[src/rtl/lcmap_pkg.sv]
package lcmap_pkg;
  typedef enum logic [1:0] {
    SRC_NONE = 2'd0,
    SRC_ROM  = 2'd1,
    SRC_RAM  = 2'd2
  } src_e;

  typedef struct packed {
    logic rd_rom;
    logic bank2;
    logic wr_ok;
  } lc_state_t;
endpackage

[src/rtl/lc_switch_ctrl.sv]
module lc_switch_ctrl
  import lcmap_pkg::*;
#(
  parameter int ADDR_W = 16,
  parameter logic [ADDR_W-1:0] SW_BASE = 16'hC080,
  parameter int BANK_SEL_BIT = 3
) (
  input  logic              clk,
  input  logic              rst,
  input  logic              acc_valid,
  input  logic              acc_read,
  input  logic [ADDR_W-1:0] acc_addr,
  input  logic              lc_we,
  input  logic [1:0]        lc_wdata,
  output lc_state_t         st_q
);
  localparam logic [ADDR_W-1:0] SW_MASK = {{(ADDR_W-4){1'b1}}, 4'h0};

  logic sw_hit;
  logic odd_sel;
  logic pre_wr;

  assign sw_hit  = acc_valid && ((acc_addr & SW_MASK) == SW_BASE);
  assign odd_sel = acc_addr[0];

  always_ff @(posedge clk) begin
    if (rst) begin
      st_q.rd_rom <= 1'b1;
      st_q.bank2  <= 1'b1;
      st_q.wr_ok  <= 1'b1;
      pre_wr      <= 1'b0;
    end else if (sw_hit) begin
      st_q.rd_rom <= acc_addr[1] ^ acc_addr[0];
      st_q.bank2  <= ~acc_addr[BANK_SEL_BIT];
      if (!odd_sel) begin
        st_q.wr_ok <= 1'b0;
        pre_wr     <= 1'b0;
      end else if (acc_read) begin
        if (pre_wr) st_q.wr_ok <= 1'b1;
        pre_wr <= 1'b1;
      end else begin
        pre_wr <= 1'b0;
      end
    end else if (lc_we) begin
      st_q.rd_rom <= lc_wdata[1];
      st_q.bank2  <= lc_wdata[0];
    end
  end

  // permission only rises after an odd read that found the chain armed
  assert_wr_arm_R5: assert property (@(posedge clk) disable iff (rst)
    $rose(st_q.wr_ok) |-> $past(sw_hit && acc_read && odd_sel));

  // an even switch access removes write permission
  assert_wr_block_R5: assert property (@(posedge clk) disable iff (rst)
    (sw_hit && !odd_sel) |=> !st_q.wr_ok);

  // no switch hit and no port write keeps every state bit
  assert_hold_R2: assert property (@(posedge clk) disable iff (rst)
    (!sw_hit && !lc_we) |=> ($stable(st_q) && $stable(pre_wr)));
endmodule

[src/rtl/lc_window_map.sv]
module lc_window_map
  import lcmap_pkg::*;
#(
  parameter int BANK_W = 8,
  parameter int ADDR_W = 16,
  parameter logic [ADDR_W-1:0] WIN_BASE  = 16'hD000,
  parameter logic [ADDR_W-1:0] HI_BASE   = 16'hE000,
  parameter logic [ADDR_W-1:0] POOL1_OFF = 16'h1000,
  parameter logic [BANK_W-1:0] ROM_BANK  = 8'hFF,
  parameter logic [BANK_W-1:0] FAST_BANK = 8'h00,
  parameter logic [BANK_W-1:0] SLOW_BANK = 8'hE0
) (
  input  logic                     acc_valid,
  input  logic [BANK_W-1:0]        acc_bank,
  input  logic [ADDR_W-1:0]        acc_addr,
  input  lc_state_t                st,
  input  logic                     card_inhibit,
  input  logic                     aux_zp_sel,
  input  logic                     aux_rd_sel,
  input  logic                     aux_wr_sel,
  output src_e                     src,
  output logic                     wr_en,
  output logic [BANK_W+ADDR_W-1:0] rd_addr,
  output logic [BANK_W+ADDR_W-1:0] wr_addr
);
  localparam logic [BANK_W-1:0] PAIR_MASK = {{(BANK_W-1){1'b1}}, 1'b0};
  localparam logic [BANK_W-1:0] AUX_BANK  = FAST_BANK | {{(BANK_W-1){1'b0}}, 1'b1};

  logic              low_pair, slow_pair, in_card, in_win, in_lo4k, is_fast0;
  logic [BANK_W-1:0] base_bank;
  logic [ADDR_W-1:0] ram_off;

  assign low_pair  = (acc_bank & PAIR_MASK) == FAST_BANK;
  assign slow_pair = (acc_bank & PAIR_MASK) == SLOW_BANK;
  assign in_card   = low_pair || slow_pair;
  assign in_win    = acc_addr >= WIN_BASE;
  assign in_lo4k   = acc_addr < HI_BASE;
  assign is_fast0  = acc_bank == FAST_BANK;
  assign base_bank = (is_fast0 && aux_zp_sel) ? AUX_BANK : acc_bank;
  assign ram_off   = (in_lo4k && !st.bank2) ? (acc_addr - POOL1_OFF) : acc_addr;

  always_comb begin
    src     = SRC_NONE;
    wr_en   = 1'b0;
    rd_addr = '0;
    wr_addr = '0;
    if (acc_valid && in_card && in_win) begin
      if (card_inhibit && low_pair) begin
        src     = SRC_RAM;
        wr_en   = 1'b1;
        rd_addr = {(is_fast0 && aux_rd_sel) ? AUX_BANK : acc_bank, acc_addr};
        wr_addr = {(is_fast0 && aux_wr_sel) ? AUX_BANK : acc_bank, acc_addr};
      end else begin
        src     = st.rd_rom ? SRC_ROM : SRC_RAM;
        wr_en   = st.wr_ok;
        rd_addr = st.rd_rom ? {ROM_BANK, acc_addr} : {base_bank, ram_off};
        wr_addr = {base_bank, ram_off};
      end
    end
  end
endmodule

[src/rtl/lc_bank_mapper.sv]
module lc_bank_mapper
  import lcmap_pkg::*;
#(
  parameter int BANK_W = 8,
  parameter int ADDR_W = 16,
  parameter int STATE_W = 8,
  parameter int RDROM_POS = 3,
  parameter int BANK2_POS = 2,
  parameter logic [BANK_W-1:0] ROM_BANK = 8'hFF,
  parameter logic [ADDR_W-1:0] WIN_BASE = 16'hD000
) (
  input  logic                      clk,
  input  logic                      rst,
  input  logic                      acc_valid,
  input  logic                      acc_read,
  input  logic [BANK_W-1:0]         acc_bank,
  input  logic [ADDR_W-1:0]         acc_addr,
  input  logic                      aux_zp_sel,
  input  logic                      aux_rd_sel,
  input  logic                      aux_wr_sel,
  input  logic                      card_inhibit,
  input  logic                      lc_we,
  input  logic [1:0]                lc_wdata,
  input  logic [STATE_W-1:0]        aux_state,
  output logic [STATE_W-1:0]        st_rdata,
  output logic [1:0]                map_src,
  output logic                      map_wr_en,
  output logic [BANK_W+ADDR_W-1:0]  map_rd_addr,
  output logic [BANK_W+ADDR_W-1:0]  map_wr_addr
);
  localparam int PA_W = BANK_W + ADDR_W;
  localparam logic [STATE_W-1:0] LC_MASK =
    (STATE_W'(1) << RDROM_POS) | (STATE_W'(1) << BANK2_POS);

  lc_state_t       st;
  src_e            src_d, src_q;
  logic            wr_d;
  logic [PA_W-1:0] rd_d, wa_d;
  logic [STATE_W-1:0] lc_bits;

  lc_switch_ctrl #(.ADDR_W(ADDR_W)) u_sw (
    .clk(clk), .rst(rst), .acc_valid(acc_valid), .acc_read(acc_read),
    .acc_addr(acc_addr), .lc_we(lc_we), .lc_wdata(lc_wdata), .st_q(st)
  );

  lc_window_map #(.BANK_W(BANK_W), .ADDR_W(ADDR_W), .ROM_BANK(ROM_BANK),
                  .WIN_BASE(WIN_BASE)) u_map (
    .acc_valid(acc_valid), .acc_bank(acc_bank), .acc_addr(acc_addr), .st(st),
    .card_inhibit(card_inhibit), .aux_zp_sel(aux_zp_sel),
    .aux_rd_sel(aux_rd_sel), .aux_wr_sel(aux_wr_sel),
    .src(src_d), .wr_en(wr_d), .rd_addr(rd_d), .wr_addr(wa_d)
  );

  always_ff @(posedge clk) begin
    if (rst) begin
      src_q       <= SRC_NONE;
      map_wr_en   <= 1'b0;
      map_rd_addr <= '0;
      map_wr_addr <= '0;
    end else begin
      src_q       <= src_d;
      map_wr_en   <= wr_d;
      map_rd_addr <= rd_d;
      map_wr_addr <= wa_d;
    end
  end

  assign map_src  = src_q;
  assign lc_bits  = (STATE_W'(st.rd_rom) << RDROM_POS) | (STATE_W'(st.bank2) << BANK2_POS);
  assign st_rdata = (aux_state & ~LC_MASK) | lc_bits;

  // a ROM read always targets the ROM bank at the CPU offset
  assert_rom_bank_R4: assert property (@(posedge clk) disable iff (rst)
    (src_q == SRC_ROM) |-> (map_rd_addr[PA_W-1:ADDR_W] == ROM_BANK));

  // inhibited low banks give writable RAM on the next edge
  assert_inhibit_R9: assert property (@(posedge clk) disable iff (rst)
    (acc_valid && card_inhibit && acc_bank[BANK_W-1:1] == '0 && acc_addr >= WIN_BASE)
    |=> (src_q == SRC_RAM && map_wr_en));

  // an idle cycle yields no source on the following edge
  assert_idle_R11: assert property (@(posedge clk) disable iff (rst)
    !acc_valid |=> (src_q == SRC_NONE && !map_wr_en));
endmodule

[config.mk]
export PLATFORM = sky130hd
export DESIGN_NAME = lc_bank_mapper
export DESIGN_NICKNAME = d
export VERILOG_FILES = /design/src/rtl/lcmap_pkg.sv /design/src/rtl/lc_switch_ctrl.sv /design/src/rtl/lc_window_map.sv /design/src/rtl/lc_bank_mapper.sv
export SDC_FILE = /design/constraint.sdc
export NUM_CORES = 1
export LEC_CHECK = 0
export BUFFER_PORTS_ARGS = -buffer_cell sky130_fd_sc_hd__buf_4
export CAP_MARGIN = 5
export CORE_ASPECT_RATIO = 0.6
export CORE_MARGIN = 2
export CORE_UTILIZATION = 38
export CTS_CLUSTER_SIZE = 8
export DETAILED_ROUTE_END_ITERATION = 6
export PLACE_DENSITY_LB_ADDON = 0.08
export SYNTH_ARGS = -nofsm -noshare
export SYNTH_HDL_FRONTEND = slang
export SYNTH_SLANG_ARGS = --single-unit
export TNS_END_PERCENT = 20
[constraint.sdc]
create_clock -name clk -period 1.6 [get_ports clk]
set_input_delay 0.08 -clock clk [delete_from_list [all_inputs] [get_ports clk]]
set_output_delay 0.08 -clock clk [all_outputs]
set_load 0.005 [all_outputs]
==> run summary, run 1 <==
The first-pass iteration count of the detailed router was 4; the iteration-0 DRC count of the detailed router was 26. The stage delay of the slowest cell on the critical path is 0.53 ns. The count of final hold-check violations is 0. Terminus of the critical flop-to-flop path: map_rd_addr[12]$_SDFF_PP0_. The average size of a mapped cell was 10.4 sq um; the max-slew violation count was 0. The class of the tightest hold or removal check is in -> reg. Worst min-delay path startpoint: acc_addr[10]. For hold timing, the worst endpoint is map_rd_addr[10]$_SDFF_PP0_. Data arrives at the worst endpoint at 1.71 ns. The fraction of post-synthesis cell area in the top cell type by area works out to 51.7%. During placement, the flow inserted port buffers numbering 87.

For this run, global-route usage on met1 was measured as 23.0%. The worst register-to-register path has a setup slack of 0.45 ns. The tools report the minimum setup slack after placement as -0.0905 ns.

The fraction of layout cells with a size suffix above 1 is 45.1%. The minimum clock period was 1.50 ns. The setup clock skew after layout is 0.00398 ns. The worst setup path is captured at a register.

Walking the worst path, the cells encountered are dlygate4sd3_1, buf_4, nand4bb_1, o41ai_2, nand2b_1, buf_4, a211oi_1. The tools report the maximum clock insertion buffer count as 2. The number of cells on the worst reg-to-reg path is 3. The tree built by TritonCTS fans out to 43 sinks. Total core area: 4170 sq um. In this run, synthesis inferred 0 flip-flops with an integrated enable. The x dimension of the die came out at 89.4 um. The total number of nets in the final design came out at 292. At the later pin of the worst-skew pair, clock insertion delay measures 0.29 ns.

The growth of design area from synthesis to finish was 46.8%; the fraction of registers with async set/reset was 0%. The number of clock buffers added by TritonCTS is 5. In the synthesized netlist the dominant register cell turns out to be sky130_fd_sc_hd__dfxtp_1. Sequential cells were found to cover 51.7% of the synthesized design area. Setup repair after global routing left no endpoint under its margin. The number of cells produced by synthesis came out at 160. The total leakage power was 1.21 nW; the share of the clock period used by the worst path after layout was 93.6%. Power spread over the standard cell area amounts to 862 nW/um^2. The tools report the number of different library cells in the post-synthesis netlist as 36.

Summing all placed instances gives a cell area of 2260 sq um. The die outline height was 55.3 um. The commonest cells after synthesis are 43 x sky130_fd_sc_hd__dfxtp_1, 20 x sky130_fd_sc_hd__buf_4, 13 x sky130_fd_sc_hd__and2_1. The number of top-level pins came out at 102. The final layout contains routed wiring with a total length of 3980 um. For the placed wire-length estimate, the log shows 3130 um. TritonCTS built the clock tree. The tools report the worst-case vdd ir drop as 0.422 mV. Global routing finished with a remaining overflow of 0.

The run finished with clean final reports. The worst flop-to-flop path startpoint is u_sw.st_q[2]$_SDFFE_PP1P_. The number of antenna violations at the first check in global routing was 0. Summed over all instances, the cell type with the most area after synthesis is sky130_fd_sc_hd__dfxtp_1.

Sorting the synthesized cells by area gives the leading types as sky130_fd_sc_hd__dfxtp_1 52%, sky130_fd_sc_hd__buf_4 9.0%, sky130_fd_sc_hd__and2_1 4.9%. Data on the critical path is required at its endpoint by 1.81 ns. Row generation in the floorplan step produced 18 rows. The overall die area is 4940 sq um, and the count of endpoints failing setup in the final report is 0. The tree is rooted in a sky130_fd_sc_hd__clkbuf_8. Yosys printed 0 warnings. The most used routing layer in global routing was met2. Average wire per standard cell: 13.0 um. The wire length of the first global-routing pass came out at 6400 um. The number of storage elements in the synthesis netlist was 43; the clock edge transition at the registers on the reported setup and hold paths was 0.08 ns. Among all stages on the critical path, the largest delay is contributed by sky130_fd_sc_hd__dlygate4sd3_1.

Yosys instantiated no cell more often than sky130_fd_sc_hd__dfxtp_1. The DRC violations left is 0. Type of element launching the critical path: an input port. For this run, the top clock speed supported by timing is 0.668 GHz. The number of maximum-capacitance constraint violations is 0. The via count normalized by instance count was 4.49. Once the floorplan was initialized, standard cells occupied 39.9% of the core. The logs give 5.83% for the met3 global-route usage and 16.7% for the total routing resource utilization after global routing. In this run the worst path has a maximum fanout of 7. The tools report the via count as 1,373. The detail route stage leaves a number of antenna-violating nets equal to 0. The most numerous cell type found on the critical path is sky130_fd_sc_hd__buf_4. The number of global-route vias before repair is 1,358, and the total standard cell area after synthesis is 1660 sq um. Category of the critical setup timing path: in -> reg. The filler cells instantiated in the layout total 378.

Routability-driven placement finished with a final weighted congestion of 0.775. The worst hold path was traced through 2 stages. Met2 track demand over resource in global routing: 24.4%. The worst setup slack after layout is 0.102 ns. The H-tree was split into 2 levels.

The repair_antennas step left the layout with diodes totalling 0. The finished cells cover 2440 sq um. Entering global routing, the biggest net connects 19 pins.

Number of buffers inserted to repair setup after CTS: 0.
## worst max path at each step
| stage | startpoint | endpoint | slack [ns] | depth (start not counted) |
|---|---|---|---|---|
| 2_1_floorplan | acc_addr[9] | u_sw.st_q[1]$_SDFFE_PP1P_ | 0.12 | 4 |
| 5_1_grt | acc_addr[3] | map_rd_addr[16]$_SDFF_PP0_ | 0.05 | 7 |
| 3_3_place_gp | acc_addr[9] | map_rd_addr[16]$_SDFF_PP0_ | -0.07 | 6 |
| 3_5_place_dp | acc_addr[9] | map_wr_addr[13]$_SDFF_PP0_ | -0.09 | 6 |
| 4_1_cts | acc_addr[3] | map_wr_addr[13]$_SDFF_PP0_ | 0.11 | 7 |
| 6_report | acc_addr[3] | map_wr_addr[13]$_SDFF_PP0_ | 0.10 | 7 |
## kinds of logic (layout without fill, tap and decap cells)
group / Yosys count / after routing / synth area share, %
compound gates: 24 / 24 / 9.93
xor+xnor: 1 / 1 / 0.526
fa+ha+maj: 4 / 4 / 3.01
buf+inv: 33 / 116 / 13.6
flops: 43 / 43 / 51.7
mux: 5 / 5 / 3.23
other cells: 1 / 4 / 0.225
simple gates: 49 / 49 / 17.7
## metal layers
metal  routed length (um)  vias to the layer above
li1                     -                      691
met5                    0                        -
met4                   38                        0
met3                  365                       11
met2                 1710                       56
met1                 1870                      615
## final cells by class
| type | instances | area (sq um) | area share (%) |
|---|---|---|---|
| clock buffer | 5 | 68.8 | 2.82 |
| clock inverter | 3 | 43.8 | 1.79 |
| inverter | 8 | 35.0 | 1.43 |
| multi-input combinational | 87 | 593 | 24.3 |
| sequential | 43 | 861 | 35.2 |
| tap | 60 | 75.1 | 3.07 |
| timing repair buffer | 100 | 766 | 31.4 |
## stage by stage
stage | utilization (%) | instances | hold slack [ns] | TNS (ns) | total power [mW]
3_3_place_gp | 54.4 | 292 | 0.160 | -0.227 | 1.27
6_report | 58.6 | 306 | 0.00377 | 0 | 2.11
4_1_cts | 58.5 | 306 | 0.000274 | 0 | 2.12
5_1_grt | 58.6 | 306 | 0.000317 | 0 | 2.20
3_5_place_dp | 54.4 | 292 | 0.160 | -0.502 | 1.28
2_1_floorplan | - | 163 | 0.149 | 0 | 1.18
## cells in the final DEF (no fill, tap or decap), types with 2 or more instances in the layout
master                           n
sky130_fd_sc_hd__nand2b_1        2
sky130_fd_sc_hd__nor2_1         11
sky130_fd_sc_hd__mux2_2          2
sky130_fd_sc_hd__and3_1          8
sky130_fd_sc_hd__clkinv_4        2
sky130_fd_sc_hd__inv_1           7
sky130_fd_sc_hd__nor3_1          2
sky130_fd_sc_hd__clkbuf_8        5
sky130_fd_sc_hd__dfxtp_1        43
sky130_fd_sc_hd__a21oi_1         8
sky130_fd_sc_hd__buf_4          94
sky130_fd_sc_hd__ha_1            4
sky130_fd_sc_hd__mux2i_1         2
sky130_fd_sc_hd__and2_1         13
sky130_fd_sc_hd__dlygate4sd3_1   6
sky130_fd_sc_hd__conb_1          4
sky130_fd_sc_hd__nand2_1         3
sky130_fd_sc_hd__a211oi_1        2
sky130_fd_sc_hd__a31oi_1         5
sky130_fd_sc_hd__nand3_1         4
## sequential cells by signal, summed over array words and instances, names as in the netlist
signal and cells:
u_sw.pre_wr 1, u_sw.st_q 3, map_rd_addr 24, map_src 2
map_wr_addr 12, map_wr_en 1
## worst max-delay path: cells and delay by family
family | cells | cell delay (ns)
AO/OA/AOI/OAI | 2 | 0.37
buffers and inverters | 3 | 0.87
AND/OR/NAND/NOR | 2 | 0.37
## where the power goes
group          internal (mW)  switching, mW
Combinational          0.105         0.0755
Clock                  0.465          0.376
Sequential              1.08        0.00603
## repair_timing
| action | 4_1_cts | 5_1_grt |
|---|---|---|
| endpoints found under the setup margin | 0 | 1 |
| resized for setup | 0 | 1 |
| hold endpoints to repair | 6 | 0 |
| hold buffers | 6 | 0 |
(Power assumes the default switching activity.)
==> inputs of run 2 (changes only) <==
Settings changed: ABC_CLOCK_PERIOD_IN_PS set to 1600, MAX_ROUTING_LAYER set to met4.
==> run 2 against run 1 <==
Power fell by 7.8%. Combinational power barely moved. Critical path depth did not move. Flip-flop and latch count did not move. Sequential power barely moved. Die area did not move. Utilization fell by 0.30 points. Largest cell class unchanged. Largest power group unchanged. Highest routed layer unchanged.
==> run summary, run 2 (synthesis results as in run 1) <==
The run finished with clean final reports. The proportion of power drawn by the clock network came out at 34.9% (-5.0 points). The via count was 1,352 (-1.5%). For the sequential share of power, the log shows 55.8% (+4.3 points).

Setup repair after global routing left no endpoint under its margin. The largest registers in the layout are map_rd_addr: 24 flops, map_wr_addr: 12 flops, u_sw.st_q: 3 flops. STA classifies the critical path startpoint as an input port.

The tools report the cell count after placement as 292 (unchanged). The net switching component of the power was 0.451 mW (-1.5%). The overall die area came out at 4940 sq um (unchanged). The logs give 6030 um (-5.8%) for the wire length of the first global-routing pass and 294 (+0.68%) for the total number of nets in the final design. The run gives 0 (unchanged) as the number of buffers inserted to repair setup after CTS.

The number of global-route vias before repair is 1,293 (-4.8%), and the critical path arrival is 1.66 ns (-0.05 ns). The tools report the starting density of the core as 39.9% (unchanged). Critical path endpoint category: a register.

Total routing resource utilization after global routing: 16.3% (-0.33 points). For the DRC violations left, the log shows 0 (unchanged). TritonCTS built the clock tree. The max-slew violation count was 0 (unchanged); the total clock buffers created by CTS was 5 (unchanged). The count of final hold-check violations was 0 (unchanged). The clock edge transition at the registers on the reported setup and hold paths was 0.08 ns (about the same); the area of all placed cells without fillers was 2430 sq um (-0.51%). The count of endpoints failing setup in the final report was 0 (unchanged); the number of top-level pins was 102 (unchanged).

The stage delay of the slowest cell on the critical path was 0.55 ns (+0.02 ns); the flip-flop count of the largest register after layout was 24 (unchanged). The critical path starts at rst. The final standard cell utilization of the core is 58.3% (-0.30 points). The die outline height was 55.3 um (unchanged). The final sum of negative setup slack was 0 ns (unchanged).

The x dimension of the die works out to 89.4 um (unchanged). The number of diodes was 0 (unchanged). The logs give 0.50 ns (+0.05 ns) for the setup slack of the most critical reg-to-reg path and 0.29 ns (about the same) for the clock latency on the worst-skew pair.

The run gives 588 sq um (-0.84%) as the multi-input logic area. In this run the most critical hold path is launched from acc_addr[2]. The run gives 44 (+69%) as the iteration-0 DRC count of the detailed router.

The master cell of the clock root buffer is sky130_fd_sc_hd__clkbuf_8. Worst flop-to-flop path startpoint: u_sw.st_q[2]$_SDFFE_PP1P_. The buffering stage count on the worst path with inverters included was 4 (+1).

The number of input and output port buffers inserted was 87 (unchanged); the total of fill cells in the finished design was 373 (-1.3%). The net switching fraction of the power was 23.2% (+1.5 points). The run gives 0 (unchanged) as the number of antenna violations at the first check in global routing.

For this design, the slowest cell found on the critical path is sky130_fd_sc_hd__dlygate4sd3_1. The largest net degree at the start of global routing came out at 19 (unchanged). The overall power was 1.94 mW (-7.8%); the share of the clock period used by the worst path after layout was 90.9% (-2.8 points). For the global route total overflow, the log shows 0 (unchanged).

The register containing the most flip-flops in the final layout was map_rd_addr. Walking the worst path, the cells encountered are dlygate4sd3_1, buf_4, inv_1, o2111ai_1, nand2b_1, buf_4, a211oi_1. The tools report the first-pass iteration count of the detailed router as 4 (unchanged). The endpoint with the worst hold slack was map_rd_addr[2]$_SDFF_PP0_. Worst-case vdd ir drop: 0.319 mV (-24%). Leaving out fill and tap cells, the most frequent cells in the layout are 94 x sky130_fd_sc_hd__buf_4, 43 x sky130_fd_sc_hd__dfxtp_1, 13 x sky130_fd_sc_hd__and2_1.

The tools report the total leakage power as 1.20 nW (-0.76%). Average wire per standard cell: 12.6 um (-3.5%). The required time reported for the critical path endpoint came out at 1.81 ns (about the same).

The post-detailed-placement cell area is 2260 sq um (unchanged). The number of clock sinks was 43 (unchanged). The fraction of layout cells with a size suffix above 1 works out to 44.0% (-1.2 points).

The path class of the tightest hold or removal check is in -> reg. Final estimated routing congestion in global placement: 0.775 (about the same). The post-cts resize count came out at 0 (unchanged). The minimum clock period was 1.45 ns (-0.0441 ns); the number of H-tree levels was 2 (unchanged). The setup path with the least slack is of type in -> reg.

The relative contribution of combinational cells to total power was 9.3% (+0.7 points); the placed wire-length estimate was 3040 um (-3.0%). Leaving out fill and tap cells, the most frequent cell in the layout is sky130_fd_sc_hd__buf_4. The critical-path maximum fanout is 7 (unchanged), and the internal power is 1.49 mW (-9.5%). The logs give 861 sq um (unchanged) for the combined flip-flop and latch cell area and 0.688 GHz (+3.0%) for the highest clock frequency the design can meet. The total core area is 4170 sq um (unchanged), and the via count normalized by instance count is 4.39 (-2.2%). The maximum clock insertion buffer count is 2 (unchanged). Terminus of the critical flop-to-flop path: map_rd_addr[12]$_SDFF_PP0_. Remaining antenna violation count: 0 (unchanged). The number of cell instances on the worst register-to-register path was 3 (unchanged); the number of core rows was 18 (unchanged). The power per cell area was 799 nW/um^2 (-7.3%); the growth of design area from synthesis to finish was 46.0%.

The setup clock skew after layout was 0.00271 ns (-0.00127 ns). The number of standard cells in the layout, taps in and fillers out is 308 (+0.65%). The worst setup slack after layout is 0.146 ns (+0.0441 ns). The depth of the worst hold-timing path was 2 (unchanged); the minimum setup slack after placement was -0.109 ns (-0.0189 ns). The cell repeated most along the worst path is sky130_fd_sc_hd__buf_4. Broken down by cell family, the worst path's largest delay share belongs to buffers and inverters. The wire length reported by the detailed router is 3870 um (-2.9%). The number of maximum-capacitance constraint violations is 0 (unchanged).

The worst hold margin came out at 0.00475 ns (+0.000977 ns).
==> run 2: how the worst max path moves through the flow <==
stage / to / slack, ns / cells past startpoint
final: map_rd_addr[13]$_SDFF_PP0_ / 0.15 / 7
after detailed placement: map_wr_addr[13]$_SDFF_PP0_ / -0.11 / 6
after global placement: map_rd_addr[16]$_SDFF_PP0_ / -0.07 / 6
after CTS: map_rd_addr[13]$_SDFF_PP0_ / 0.15 / 7
after global routing: map_wr_addr[13]$_SDFF_PP0_ / 0.03 / 7
after floorplan: u_sw.st_q[1]$_SDFFE_PP1P_ / 0.12 / 4
==> run 2: worst reg2reg max path, delay by kind of cell (launching register included) <==
family | cells | cell delay [ns]
AO/OA/AOI/OAI | 3 | 0.66
flip-flops | 1 | 0.34
==> run 2: power by group through the flow <==
stage	clock, mW	sequential (mW)	combinational [mW]
global placement	0	1.11	0.163
floorplan	0	1.11	0.0708
global route	0.736	1.08	0.198
finish	0.677	1.08	0.181
CTS	0.682	1.08	0.178
detailed placement	0	1.11	0.165
==> run 2: metal layers <==
metal  wire length (um)  global-route usage [%]
met5                  0                       -
met4                 55                    6.18
met1               1920                    22.3
met3                326                    5.08
met2               1570                    22.5
==> run 2: area by class of cell <==
| type | count | share of cell area [%] |
|---|---|---|
| Inverter | 8 | 1.44 |
| Timing Repair Buffer | 102 | 32.3 |
| Tap cell | 60 | 3.09 |
| Clock inverter | 2 | 0.515 |
| Clock buffer | 6 | 2.99 |
| Sequential cell | 43 | 35.4 |
| Multi-Input combinational cell | 87 | 24.2 |
==> run 2: timing repair <==
action	4_1_cts	5_1_grt
endpoints found under the hold margin	7	1
setup endpoints to repair	0	0
hold buffers	7	1
